<file path="src/rtl/fltrec_pkg.sv">
package fltrec_pkg;
   // word addresses of the register map
   localparam int unsigned ADR_STAT  = 0;
   localparam int unsigned ADR_MASK  = 1;
   localparam int unsigned ADR_DATA0 = 2;
   // status word layout
   localparam int unsigned STAT_VALID_BIT = 31;
endpackage

</file>
<file path="src/rtl/fltrec_pick.sv">
module fltrec_pick #(
   parameter int unsigned NSRC  = 8,
   parameter int unsigned IDXW  = 7,
   parameter int unsigned DW    = 32,
   parameter int unsigned NDATA = 4
) (
   input  logic                        clk,
   input  logic                        rst_n,
   input  logic [NSRC-1:0]             req_en,
   input  logic [NSRC*NDATA*DW-1:0]    payload,
   output logic                        hit,
   output logic [IDXW-1:0]             win_idx,
   output logic [NDATA*DW-1:0]         win_data
);
   localparam int unsigned SLICE = NDATA*DW;

   logic [NSRC-1:0] grant;

   // lowest-numbered requester wins
   always_comb begin
      grant   = '0;
      win_idx = '0;
      for (int i = NSRC-1; i >= 0; i--) begin
         if (req_en[i]) begin
            grant    = '0;
            grant[i] = 1'b1;
            win_idx  = IDXW'(i);
         end
      end
   end

   assign hit = |req_en;

   // and-or payload selector, one lane per source
   logic [SLICE-1:0] lane [NSRC];
   for (genvar g = 0; g < NSRC; g++) begin : g_lane
      assign lane[g] = {SLICE{grant[g]}} & payload[g*SLICE +: SLICE];
   end

   always_comb begin
      win_data = '0;
      for (int i = 0; i < NSRC; i++) win_data = win_data | lane[i];
   end


   grant_onehot_chk: assert property (@(posedge clk) disable iff (!rst_n)
      $onehot0(grant) && (hit == (grant != '0)));

   grant_lowest_chk: assert property (@(posedge clk) disable iff (!rst_n)
      hit |-> ((req_en & (grant - NSRC'(1))) == '0));
endmodule

</file>
<file path="src/rtl/fltrec_store.sv">
module fltrec_store #(
   parameter int unsigned IDXW  = 7,
   parameter int unsigned DW    = 32,
   parameter int unsigned NDATA = 4
) (
   input  logic                   clk,
   input  logic                   rst_n,
   input  logic                   hw_cap,
   input  logic [IDXW-1:0]        hw_idx,
   input  logic [NDATA*DW-1:0]    hw_data,
   input  logic                   sw_stat_we,
   input  logic                   sw_valid,
   input  logic [IDXW-1:0]        sw_idx,
   input  logic [NDATA-1:0]       sw_data_we,
   input  logic [DW-1:0]          sw_wdata,
   output logic                   valid,
   output logic [IDXW-1:0]        idx,
   output logic [NDATA*DW-1:0]    data
);
   // status: hardware capture first, then software
   always_ff @(posedge clk or negedge rst_n) begin
      if (!rst_n) begin
         valid <= 1'b0;
         idx   <= '0;
      end else if (hw_cap) begin
         valid <= 1'b1;
         idx   <= hw_idx;
      end else if (sw_stat_we) begin
         valid <= sw_valid;
         if (!valid) idx <= sw_idx;
      end
   end

   for (genvar k = 0; k < NDATA; k++) begin : g_word
      always_ff @(posedge clk or negedge rst_n) begin
         if (!rst_n)
            data[k*DW +: DW] <= '0;
         else if (hw_cap)
            data[k*DW +: DW] <= hw_data[k*DW +: DW];
         else if (sw_data_we[k] && !valid)
            data[k*DW +: DW] <= sw_wdata;
      end


      lock_data_chk: assert property (@(posedge clk) disable iff (!rst_n)
         valid |=> (data[k*DW +: DW] == $past(data[k*DW +: DW])));
   end


   lock_idx_chk: assert property (@(posedge clk) disable iff (!rst_n)
      valid |=> (idx == $past(idx)));

   release_chk: assert property (@(posedge clk) disable iff (!rst_n)
      (valid && sw_stat_we && !sw_valid) |=> !valid);

   no_cap_locked_chk: assert property (@(posedge clk) disable iff (!rst_n)
      !(hw_cap && valid));
endmodule

</file>
<file path="src/rtl/fltrec_rdmux.sv">
module fltrec_rdmux
   import fltrec_pkg::*;
#(
   parameter int unsigned AW    = 4,
   parameter int unsigned IDXW  = 7,
   parameter int unsigned DW    = 32,
   parameter int unsigned NDATA = 4
) (
   input  logic                   clk,
   input  logic                   rst_n,
   input  logic [AW-1:0]          addr,
   input  logic                   valid,
   input  logic [IDXW-1:0]        idx,
   input  logic [DW-1:0]          mask,
   input  logic [NDATA*DW-1:0]    data,
   output logic [DW-1:0]          rdata
);
   logic [DW-1:0] stat_word;
   logic [DW-1:0] data_sel [NDATA];

   always_comb begin
      stat_word                 = '0;
      stat_word[IDXW-1:0]       = idx;
      stat_word[STAT_VALID_BIT] = valid;
   end

   for (genvar k = 0; k < NDATA; k++) begin : g_dsel
      assign data_sel[k] = (addr == AW'(ADR_DATA0 + k)) ? data[k*DW +: DW] : '0;
   end

   always_comb begin
      rdata = '0;
      if (addr == AW'(ADR_STAT)) rdata = stat_word;
      if (addr == AW'(ADR_MASK)) rdata = mask;
      for (int i = 0; i < NDATA; i++) rdata = rdata | data_sel[i];
   end


   stat_pad_chk: assert property (@(posedge clk) disable iff (!rst_n)
      (addr == AW'(ADR_STAT)) |-> (rdata[STAT_VALID_BIT-1:IDXW] == '0));

   unmapped_chk: assert property (@(posedge clk) disable iff (!rst_n)
      (addr >= AW'(ADR_DATA0 + NDATA)) |-> (rdata == '0));
endmodule

</file>
<file path="src/rtl/fault_record.sv">
module fault_record
   import fltrec_pkg::*;
#(
   parameter int unsigned NSRC  = 8,
   parameter int unsigned IDXW  = 7,
   parameter int unsigned DW    = 32,
   parameter int unsigned NDATA = 4,
   parameter int unsigned AW    = 4
) (
   input  logic                       clk,
   input  logic                       rst_n,
   input  logic                       reg_we,
   input  logic [AW-1:0]              reg_addr,
   input  logic [DW-1:0]              reg_wdata,
   output logic [DW-1:0]              reg_rdata,
   input  logic [NSRC-1:0]            flt_req,
   input  logic [NSRC*NDATA*DW-1:0]   flt_data,
   output logic                       rec_valid,
   output logic [IDXW-1:0]            rec_idx,
   output logic                       ovf_pulse
);
   localparam int unsigned NWORDS = ADR_DATA0 + NDATA;

   // elaboration-time parameter checks
   if (DW != 32) begin : g_bad_dw
      $error("fault_record: DW must be 32");
   end
   if (NSRC < 1 || NSRC > DW || NSRC > (1 << IDXW)) begin : g_bad_nsrc
      $error("fault_record: NSRC out of range");
   end
   if (IDXW < 1 || IDXW >= STAT_VALID_BIT) begin : g_bad_idxw
      $error("fault_record: IDXW out of range");
   end
   if (NDATA < 1 || NWORDS > (1 << AW)) begin : g_bad_map
      $error("fault_record: register map does not fit AW");
   end

   logic [DW-1:0]          mask_q;
   logic [NSRC-1:0]        req_en;
   logic                   hit;
   logic [IDXW-1:0]        win_idx;
   logic [NDATA*DW-1:0]    win_data;
   logic                   hw_cap;
   logic                   stat_we;
   logic [NDATA-1:0]       data_we;
   logic [NDATA*DW-1:0]    rec_data;

   // mask register
   always_ff @(posedge clk or negedge rst_n) begin
      if (!rst_n)                                 mask_q <= '0;
      else if (reg_we && reg_addr == AW'(ADR_MASK)) mask_q <= reg_wdata;
   end

   assign req_en  = flt_req & mask_q[NSRC-1:0];
   assign stat_we = reg_we && (reg_addr == AW'(ADR_STAT));

   for (genvar k = 0; k < NDATA; k++) begin : g_dwe
      assign data_we[k] = reg_we && (reg_addr == AW'(ADR_DATA0 + k));
   end

   fltrec_pick #(.NSRC(NSRC), .IDXW(IDXW), .DW(DW), .NDATA(NDATA)) u_pick (
      .clk      (clk),
      .rst_n    (rst_n),
      .req_en   (req_en),
      .payload  (flt_data),
      .hit      (hit),
      .win_idx  (win_idx),
      .win_data (win_data)
   );

   assign hw_cap = hit && !rec_valid;

   fltrec_store #(.IDXW(IDXW), .DW(DW), .NDATA(NDATA)) u_store (
      .clk        (clk),
      .rst_n      (rst_n),
      .hw_cap     (hw_cap),
      .hw_idx     (win_idx),
      .hw_data    (win_data),
      .sw_stat_we (stat_we),
      .sw_valid   (reg_wdata[STAT_VALID_BIT]),
      .sw_idx     (reg_wdata[IDXW-1:0]),
      .sw_data_we (data_we),
      .sw_wdata   (reg_wdata),
      .valid      (rec_valid),
      .idx        (rec_idx),
      .data       (rec_data)
   );

   // dropped-fault pulse
   always_ff @(posedge clk or negedge rst_n) begin
      if (!rst_n) ovf_pulse <= 1'b0;
      else        ovf_pulse <= hit && rec_valid;
   end

   fltrec_rdmux #(.AW(AW), .IDXW(IDXW), .DW(DW), .NDATA(NDATA)) u_rd (
      .clk   (clk),
      .rst_n (rst_n),
      .addr  (reg_addr),
      .valid (rec_valid),
      .idx   (rec_idx),
      .mask  (mask_q),
      .data  (rec_data),
      .rdata (reg_rdata)
   );


   capture_chk: assert property (@(posedge clk) disable iff (!rst_n)
      (!rec_valid && |(flt_req & mask_q[NSRC-1:0])) |=> rec_valid);

   ovf_fire_chk: assert property (@(posedge clk) disable iff (!rst_n)
      (rec_valid && |(flt_req & mask_q[NSRC-1:0])) |=> ovf_pulse);

   ovf_cause_chk: assert property (@(posedge clk) disable iff (!rst_n)
      ovf_pulse |-> $past(rec_valid && |(flt_req & mask_q[NSRC-1:0])));
endmodule

</file>
<file path="config.mk">
export PLATFORM = sky130hd
export DESIGN_NAME = fault_record
export DESIGN_NICKNAME = d
export VERILOG_FILES = /design/src/rtl/fltrec_pkg.sv /design/src/rtl/fltrec_pick.sv /design/src/rtl/fltrec_store.sv /design/src/rtl/fltrec_rdmux.sv /design/src/rtl/fault_record.sv
export SDC_FILE = /design/constraint.sdc
export NUM_CORES = 1
export LEC_CHECK = 0
export ABC_AREA = 1
export ABC_CLOCK_PERIOD_IN_PS = 2200
export BUFFER_PORTS_ARGS = -buffer_cell sky130_fd_sc_hd__buf_4
export CAP_MARGIN = 10
export CELL_PAD_IN_SITES_DETAIL_PLACEMENT = 0
export CELL_PAD_IN_SITES_GLOBAL_PLACEMENT = 2
export CORE_AREA = 2 2 438 440
export DETAILED_ROUTE_END_ITERATION = 16
export DIE_AREA = 0 0 440 442
export PLACE_DENSITY = 0.57
export SETUP_SLACK_MARGIN = 0.4
export SYNTH_ARGS = -nofsm -noshare
export SYNTH_HDL_FRONTEND = slang
export SYNTH_SLANG_ARGS = --single-unit
</file>
<file path="constraint.sdc">
create_clock -name clk -period 2.2 [get_ports clk]
set_input_delay 0.22 -clock clk [delete_from_list [all_inputs] [get_ports clk]]
set_output_delay 0.22 -clock clk [all_outputs]
set_load 0.01 [all_outputs]
</file>
==> out/metrics.cfg, run 1 <==
[outcome]
outcome = finished, final reports clean

[cells_and_area]
fin_area_um2 = 35880
drive_gt1_share_pct = 44.91
n_fill_cell = 21840
layout.nets = 5492
instances_no_fill = 6959
multi_input_comb_area_um2 = 13270
seqCellArea_um2 = 4229
area_growth_pct = 104.9

[place]
dp_cells = 6779
routabilityCongestion = 0.9451
numPortBuffers = 1111
placed_cell_area_um2 = 30440
hpwlAfterDp_um = 148300

[global_route]
grt_pass1_vias = 27050
grt_overflow = 0
antenna_found_initial = 45
grt_start_max_net_pins = 60
grt_pass1_wl_um = 241500
grtUsageTotal_pct = 18.25

[logic_synthesis]
syn-num-nets = 4216
ys_ff_latch = 169
netlist_area_um2 = 17510
synthDistinctLibCells = 31
syn_area_per_cell_um2 = 5.568
synth_top_area_share_pct = 24.15
ys.warnings.count = 0
yosys.area.top_type = dfrtp_1
syn_inst = 3145
ys_seq_area_share_pct = 24.15
synth_area_leaders = dfrtp_1 (24%), nand2_1 (22%), nand3_1 (19%), nor2_1 (11%), a21oi_1 (4.6%)

[detailed_routing]
first_pass_iters = 5
drt_iter0_markers = 1535
viasPerCell = 3.883
via_count = 27020
drt_wl_total_um = 190500
drtAntennaViolNets = 0
drc = 0
wl_per_cell_um = 27.37

[cts]
cts_tree = done
cts-root-buf = clkbuf_16
cts_buffers = 17
cts.reportedPaths.clkPinSlew_ns = 0.07
clkSinkCount = 169
clk_latency_ns = 0.46
cts_max_level = 4
clockBufferDepth = 2

[power]
power.density_nw_per_um2 = 778.2
peakVddDrop_v = 0.0004631
power_w = 0.02792
p_leak_nw = 17.63

[worst_setup_path]
crit_path_start_kind = register
crit_required_ns = 2.58
cp-end-kind = register
path_max_fanout = 10
critical_path_class = reg2reg
arrival_ns = 2.52

[floorplanning]
core_area_um2 = 189600
rows = 160
fp.dieW_um = 440
die_area_um2 = 194500
initial_core_util_pct = 9.236
ios = 1112
die_h_um = 442

[timing]
timing.hold.ws_ns = 0.03660
tns_ns = 0
hold_violations = 0
relSlewSlack_pct = 59.82
skew_ns = 0.01282
rsz0062_at_grt = true
slew_violations = 0
finalSetupViolCount = 0
fmax_mhz = 465.6
period_share_pct = 97.63
fin_crit_ns = 2.148
worst_pin_slew_ns = 0.6012

[worst_hold_path]
hold_path_class = in2reg

[job]
drv_cap = 0

registers in the layout, indices dropped and copies added, names as in the netlist:
| register | flops |
|---|---|
| mask_q | 32 |
| u_store.valid | 1 |
| u_store.data | 128 |
| u_store.idx | 7 |
| ovf_pulse | 1 |
Yosys cell counts:
master / n
nand2_1: 1031
nand3_1: 655
nor2_1: 520
dfrtp_1: 169
a21oi_1: 160
inv_1: 151
o21ai_0: 133
buf_2: 107
clkbuf_1: 43
buf_1: 32
a22o_1: 29
buf_6: 28
mux2_2: 25
buf_4: 24
nand4_1: 7
nand2_2: 5
o31ai_1: 4
a221oi_1: 3
buf_8: 3
and3_1: 2
inv_2: 2
nand2_4: 2
nand3b_1: 2
a21boi_0: 1
a31oi_1: 1
clkinv_1: 1
nor2_2: 1
nor2_4: 1
nor2_8: 1
nor4_1: 1
o21ai_1: 1
layout by cell type (no fill, tap or decap), types with 2 or more instances in the layout:
cell       synthesis  final
buf_16             0     36
clkbuf_16          0     45
a221oi_1           3      3
nand3b_1           2      2
mux2_2            25     25
and3_1             2      2
inv_1            151    149
nor2_2             1     49
o21ai_1            1     14
a21oi_1          160     98
o21ai_2            0      4
buf_4             24   1275
inv_6              0      4
nand2_1         1031    822
o31ai_1            4      4
nor2_4             1     28
nand3_4            0     22
nand2_2            5    171
nor2_1           520    445
a22o_1            29     29
buf_8              3     10
dfrtp_1          169    169
nand2_4            2     40
nand2_8            0      5
nand3_2            0     57
buf_6             28     40
clkbuf_1          43      2
nand3_1          655    576
clkbuf_8           0      6
nand4_1            7      7
clkinv_2           0      4
a21oi_2            0     62
buf_12             0     96
bufbuf_16          0      7
diode_2            0     15
o21ai_0          133    115
metal layers:
| metal | part of all wire, % | track usage (%) | vias up |
|---|---|---|---|
| li1 | - | - | 12810 |
| met1 | 41 | 21.81 | 13120 |
| met2 | 51 | 33.38 | 934 |
| met3 | 4.6 | 2.637 | 151 |
| met4 | 3.0 | 5.246 | 16 |
| met5 | 0.059 | 0 | - |
power breakdown:
part,leakage [nW],internal [W],switching [W],total (W)
clock network,0.282,0.00170,0.00141,0.00311
logic,15.3,0.00841,0.0106,0.0190
registers,2.01,0.00455,0.00130,0.00585
total,17.6,0.0147,0.0133,0.0279
cells by family after synthesis:
kind of cell           synth area share (%)
muxes                                 1.608
DFF                                   24.15
and+or+nand+nor                       52.93
buffers and inverters                 11.05
AOI/OAI and AO/OA                     10.25
cell type report:
class	count	area share [%]
antenna	15	0.1046
clock inverter	7	0.1848
timing repair buffer	1494	39.12
sequential	169	11.79
multi-input combinational	2585	36.98
inverter	154	1.667
clock buffer	24	1.398
tap	2511	8.756
worst max-delay path, stage by stage (launching register included):
cell and delay (ns):
dfrtp_1 0.39, nand2_2 0.13, nand2_4 0.12, nor2_8 0.17
buf_8 0.14, buf_4 0.12, nand2_4 0.07, nand2_8 0.15
buf_12 0.15, buf_16 0.15, clkbuf_16 0.18, o21ai_0 0.10
a21oi_2 0.15
stage by stage:
| step | setup WS (ns) | utilization [%] |
|---|---|---|
| after global placement | -0.2555 | 16.06 |
| final | 0.05225 | 18.93 |
| after detailed placement | -0.2231 | 16.06 |
| after global routing | -0.03565 | 18.92 |
| after CTS | 0.06394 | 17.60 |
| after floorplan | 0.6164 | - |
worst paths after layout:
check	depth (start not counted)	slack (ns)	start	endpoint
max reg2reg	12	0.05	mask_q[0]	u_store.data[121]
min reg2reg	2	0.50	mask_q[31]	mask_q[31]
max	12	0.05	mask_q[0]	u_store.data[121]
min in group asynchronous	2	0.37	rst_n	mask_q[11]
max in group asynchronous	3	1.06	rst_n	mask_q[23]
min	3	0.04	reg_wdata[31]	u_store.valid
what timing repair did:
item                                   4_1_cts  5_1_grt
cloned                                      30       31
pin swaps                                   41      102
hold buffers                                 1        0
setup endpoints to repair                  168      168
setup buffers                               45       27
endpoints found under the hold margin       35        0
resized for setup                          280      395
No activity file was read; power rests on OpenSTA's default activity.
==> run 2, diff against run 1 <==
Settings changed: BUFFER_PORTS_ARGS -buffer_cell sky130_fd_sc_hd__buf_4 to -buffer_cell sky130_fd_sc_hd__buf_2.
==> run 2 against run 1 <==
Clock skew up 0.0062 ns. Via count increased by 2.3%. Final cell count grew 1.4%. Sequential power grew 4.3%. Count of clock-buffer cells in the layout down 6. Non-clock buffer count rose by 94. Critical path depth unchanged.
==> out/metrics.cfg, run 2 (synthesis results as in run 1) <==
[detailed_routing]
first_pass_iters = 5  ; unchanged
drtAntennaViolNets = 0  ; unchanged
wl_per_cell_um = 27.10  ; -0.99%
viasPerCell = 3.920  ; +0.95%
drt_wl_total_um = 191200  ; +0.38%
via_count = 27650  ; +2.3%
drc = 0  ; unchanged
drt_iter0_markers = 1828  ; +19%

[worst_setup_path]
cp_cell_sequence = nand2_4, nand2_8, buf_6, nor2_4, buf_12, inv_16, buf_16, nor2_1, nor2_1, nand2_1, nand2_1, a21oi_1
cp_slowest_cell = dfrtp_1
path_max_fanout = 20  ; +10
r2r_slack_ns = 0.03  ; -0.02 ns
crit_required_ns = 2.60  ; +0.02 ns
ff2ff_path_depth = 12  ; unchanged
crit_path_start_kind = register
crit_buf_inv = 4  ; -1
max_stage_delay_ns = 0.42  ; +0.03 ns
cp-end-kind = register
worstReg2RegStart = mask_q[0]
critical_path_class = reg2reg
regToRegEndpoint = u_store.data[94]
arrival_ns = 2.57  ; +0.05 ns
crit_family = simple AND/OR/NAND/NOR gates

[timing]
fmax_mhz = 460.9  ; -1.0%
tns_ns = 0  ; unchanged
hold_violations = 0  ; unchanged
worst_pin_slew_ns = 0.5922  ; -0.008955 ns
slew_violations = 0  ; unchanged
fin_crit_ns = 2.170  ; +0.02194 ns
skew_ns = 0.01900  ; +0.006178 ns
relSlewSlack_pct = 60.52  ; +0.69 points
period_share_pct = 98.62  ; +1.0 points
finalSetupViolCount = 0  ; unchanged
rsz0062_at_grt = true

[floorplanning]
core_area_um2 = 189600  ; unchanged
fp.dieW_um = 440  ; unchanged
rows = 160  ; unchanged
ios = 1112  ; unchanged
initial_core_util_pct = 9.236  ; unchanged
die_area_um2 = 194500  ; unchanged
die_h_um = 442  ; unchanged

[global_route]
grt_overflow = 0  ; unchanged
grtUsageTotal_pct = 18.18  ; -0.066 points
grt_start_max_net_pins = 63  ; +5.0%
antenna_found_initial = 75  ; +67%
grt_pass1_vias = 26910  ; -0.51%
grt_pass1_wl_um = 240300  ; -0.49%

[cells_and_area]
area_growth_pct = 96.17
layout.nets = 5587  ; +1.7%
largestRegisters = u_store.data x128, mask_q x32, u_store.idx x7
fin_area_um2 = 34350  ; -4.3%
top_register = u_store.data
largest_reg_flops = 128  ; unchanged
layout_commonest_cell = buf_2
drive_gt1_share_pct = 47.36  ; +2.4 points
instances_no_fill = 7055  ; +1.4%
n_fill_cell = 22070  ; +1.1%
final_cell_mix = buf_2 (1078), nand2_1 (845), nand3_1 (602)

[cts]
clk_latency_ns = 0.48  ; +0.02 ns
cts.reportedPaths.clkPinSlew_ns = 0.09  ; +0.02 ns
clockBufferDepth = 2  ; unchanged
cts_buffers = 17  ; unchanged
cts_max_level = 4  ; unchanged
cts-root-buf = clkbuf_16
cts_tree = done
clkSinkCount = 169  ; unchanged

[worst_hold_path]
min_delay_worst_endpoint = u_store.valid
hold_path_depth = 3  ; unchanged
hp-start = reg_wdata[31]
hold_path_class = in2reg

[job]
drv_cap = 0  ; unchanged

[power]
peakVddDrop_v = 0.0005028  ; +8.6%
power_w = 0.02784  ; -0.30%
p_leak_nw = 17.27  ; -2.1%
power.density_nw_per_um2 = 810.5  ; +4.1%

[place]
dp_cells = 6817  ; +0.56%
hpwlAfterDp_um = 148100  ; -0.10%
placed_cell_area_um2 = 28000  ; -8.0%
routabilityCongestion = 0.9113  ; -3.6%
numPortBuffers = 1111  ; unchanged

[outcome]
outcome = finished, final reports clean

==> run 2: cell types whose count changed in the layout (fill, tap and decap cells not counted), sizes merged <==
cell | before | now
buf | 1457 | 1551
clkbuf | 53 | 46
inv | 153 | 157
clkinvlp | 1 | 4
bufbuf | 7 | 8
clkinv | 6 | 7
==> run 2: stage by stage <==
stage / setup WS, ns / utilization [%] / hold WS [ns]
finish: 0.03031 / 18.12 / 0.02788
global placement: -0.5125 / 14.77 / 0.2398
global route: -0.03425 / 18.11 / 0.02566
CTS: 0.05114 / 16.38 / 0.001717
floorplan: 0.6164 / - / -0.07559
detailed placement: -0.4383 / 14.77 / 0.2524
==> run 2: where the power goes <==
group / total [W] / internal (W) / leakage, nW / switching (W)
clock network: 0.00323 / 0.00161 / 0.283 / 0.00162
logic: 0.0185 / 0.00807 / 15.0 / 0.0104
registers: 0.00610 / 0.00456 / 2.01 / 0.00153
total: 0.0278 / 0.0142 / 17.3 / 0.0136
==> run 2: layout make-up <==
type	count	area, µm²	area share [%]
multi-input cells	2585	13360	38.90
repair buffers	1588	12330	35.90
flip-flops and latches	169	4237	12.33
well taps	2511	3142	9.146
inverters	154	640.6	1.865
clock buffers	18	429.2	1.249
clock inverters	14	155.1	0.4517
diodes	15	37.54	0.1093
repair inverters	1	16.27	0.04735
==> run 2: worst max-delay path by stage <==
stage | endpoint | start | cells past startpoint
3_5_place_dp | u_store.data[85] | reg_addr[3] | 9
3_3_place_gp | u_store.data[85] | reg_addr[2] | 10
2_1_floorplan | u_store.valid | mask_q[5] | 10
5_1_grt | u_store.data[88] | mask_q[0] | 13
4_1_cts | u_store.data[82] | mask_q[0] | 12
6_report | u_store.data[94] | mask_q[0] | 12
==> run 2: metal layers <==
| layer | vias to the layer above | share of wire [%] | global-route usage (%) | wire [µm] |
|---|---|---|---|---|
| met2 | 1033 | 51 | 33.80 | 98240 |
| met3 | 213 | 4.4 | 2.155 | 8391 |
| met4 | 26 | 2.6 | 3.941 | 4995 |
| met5 | - | 0.095 | 0 | 181 |
| met1 | 13400 | 42 | 22.07 | 79400 |
| li1 | 12980 | - | - | - |
==> run 2: repair_timing <==
item | in CTS | in global routing
endpoints found under the setup margin | 168 | 168
setup buffers | 51 | 78
endpoints found under the hold margin | 39 | 0
gates cloned | 31 | 30
pin swaps | 56 | 134
resized for setup | 289 | 547
hold buffers | 1 | 0
==> run 2: tightest hold or removal path, cell delays in order <==
cell,delay [ns]
buf_2,0.13
a21oi_2,0.06
o21ai_1,0.05
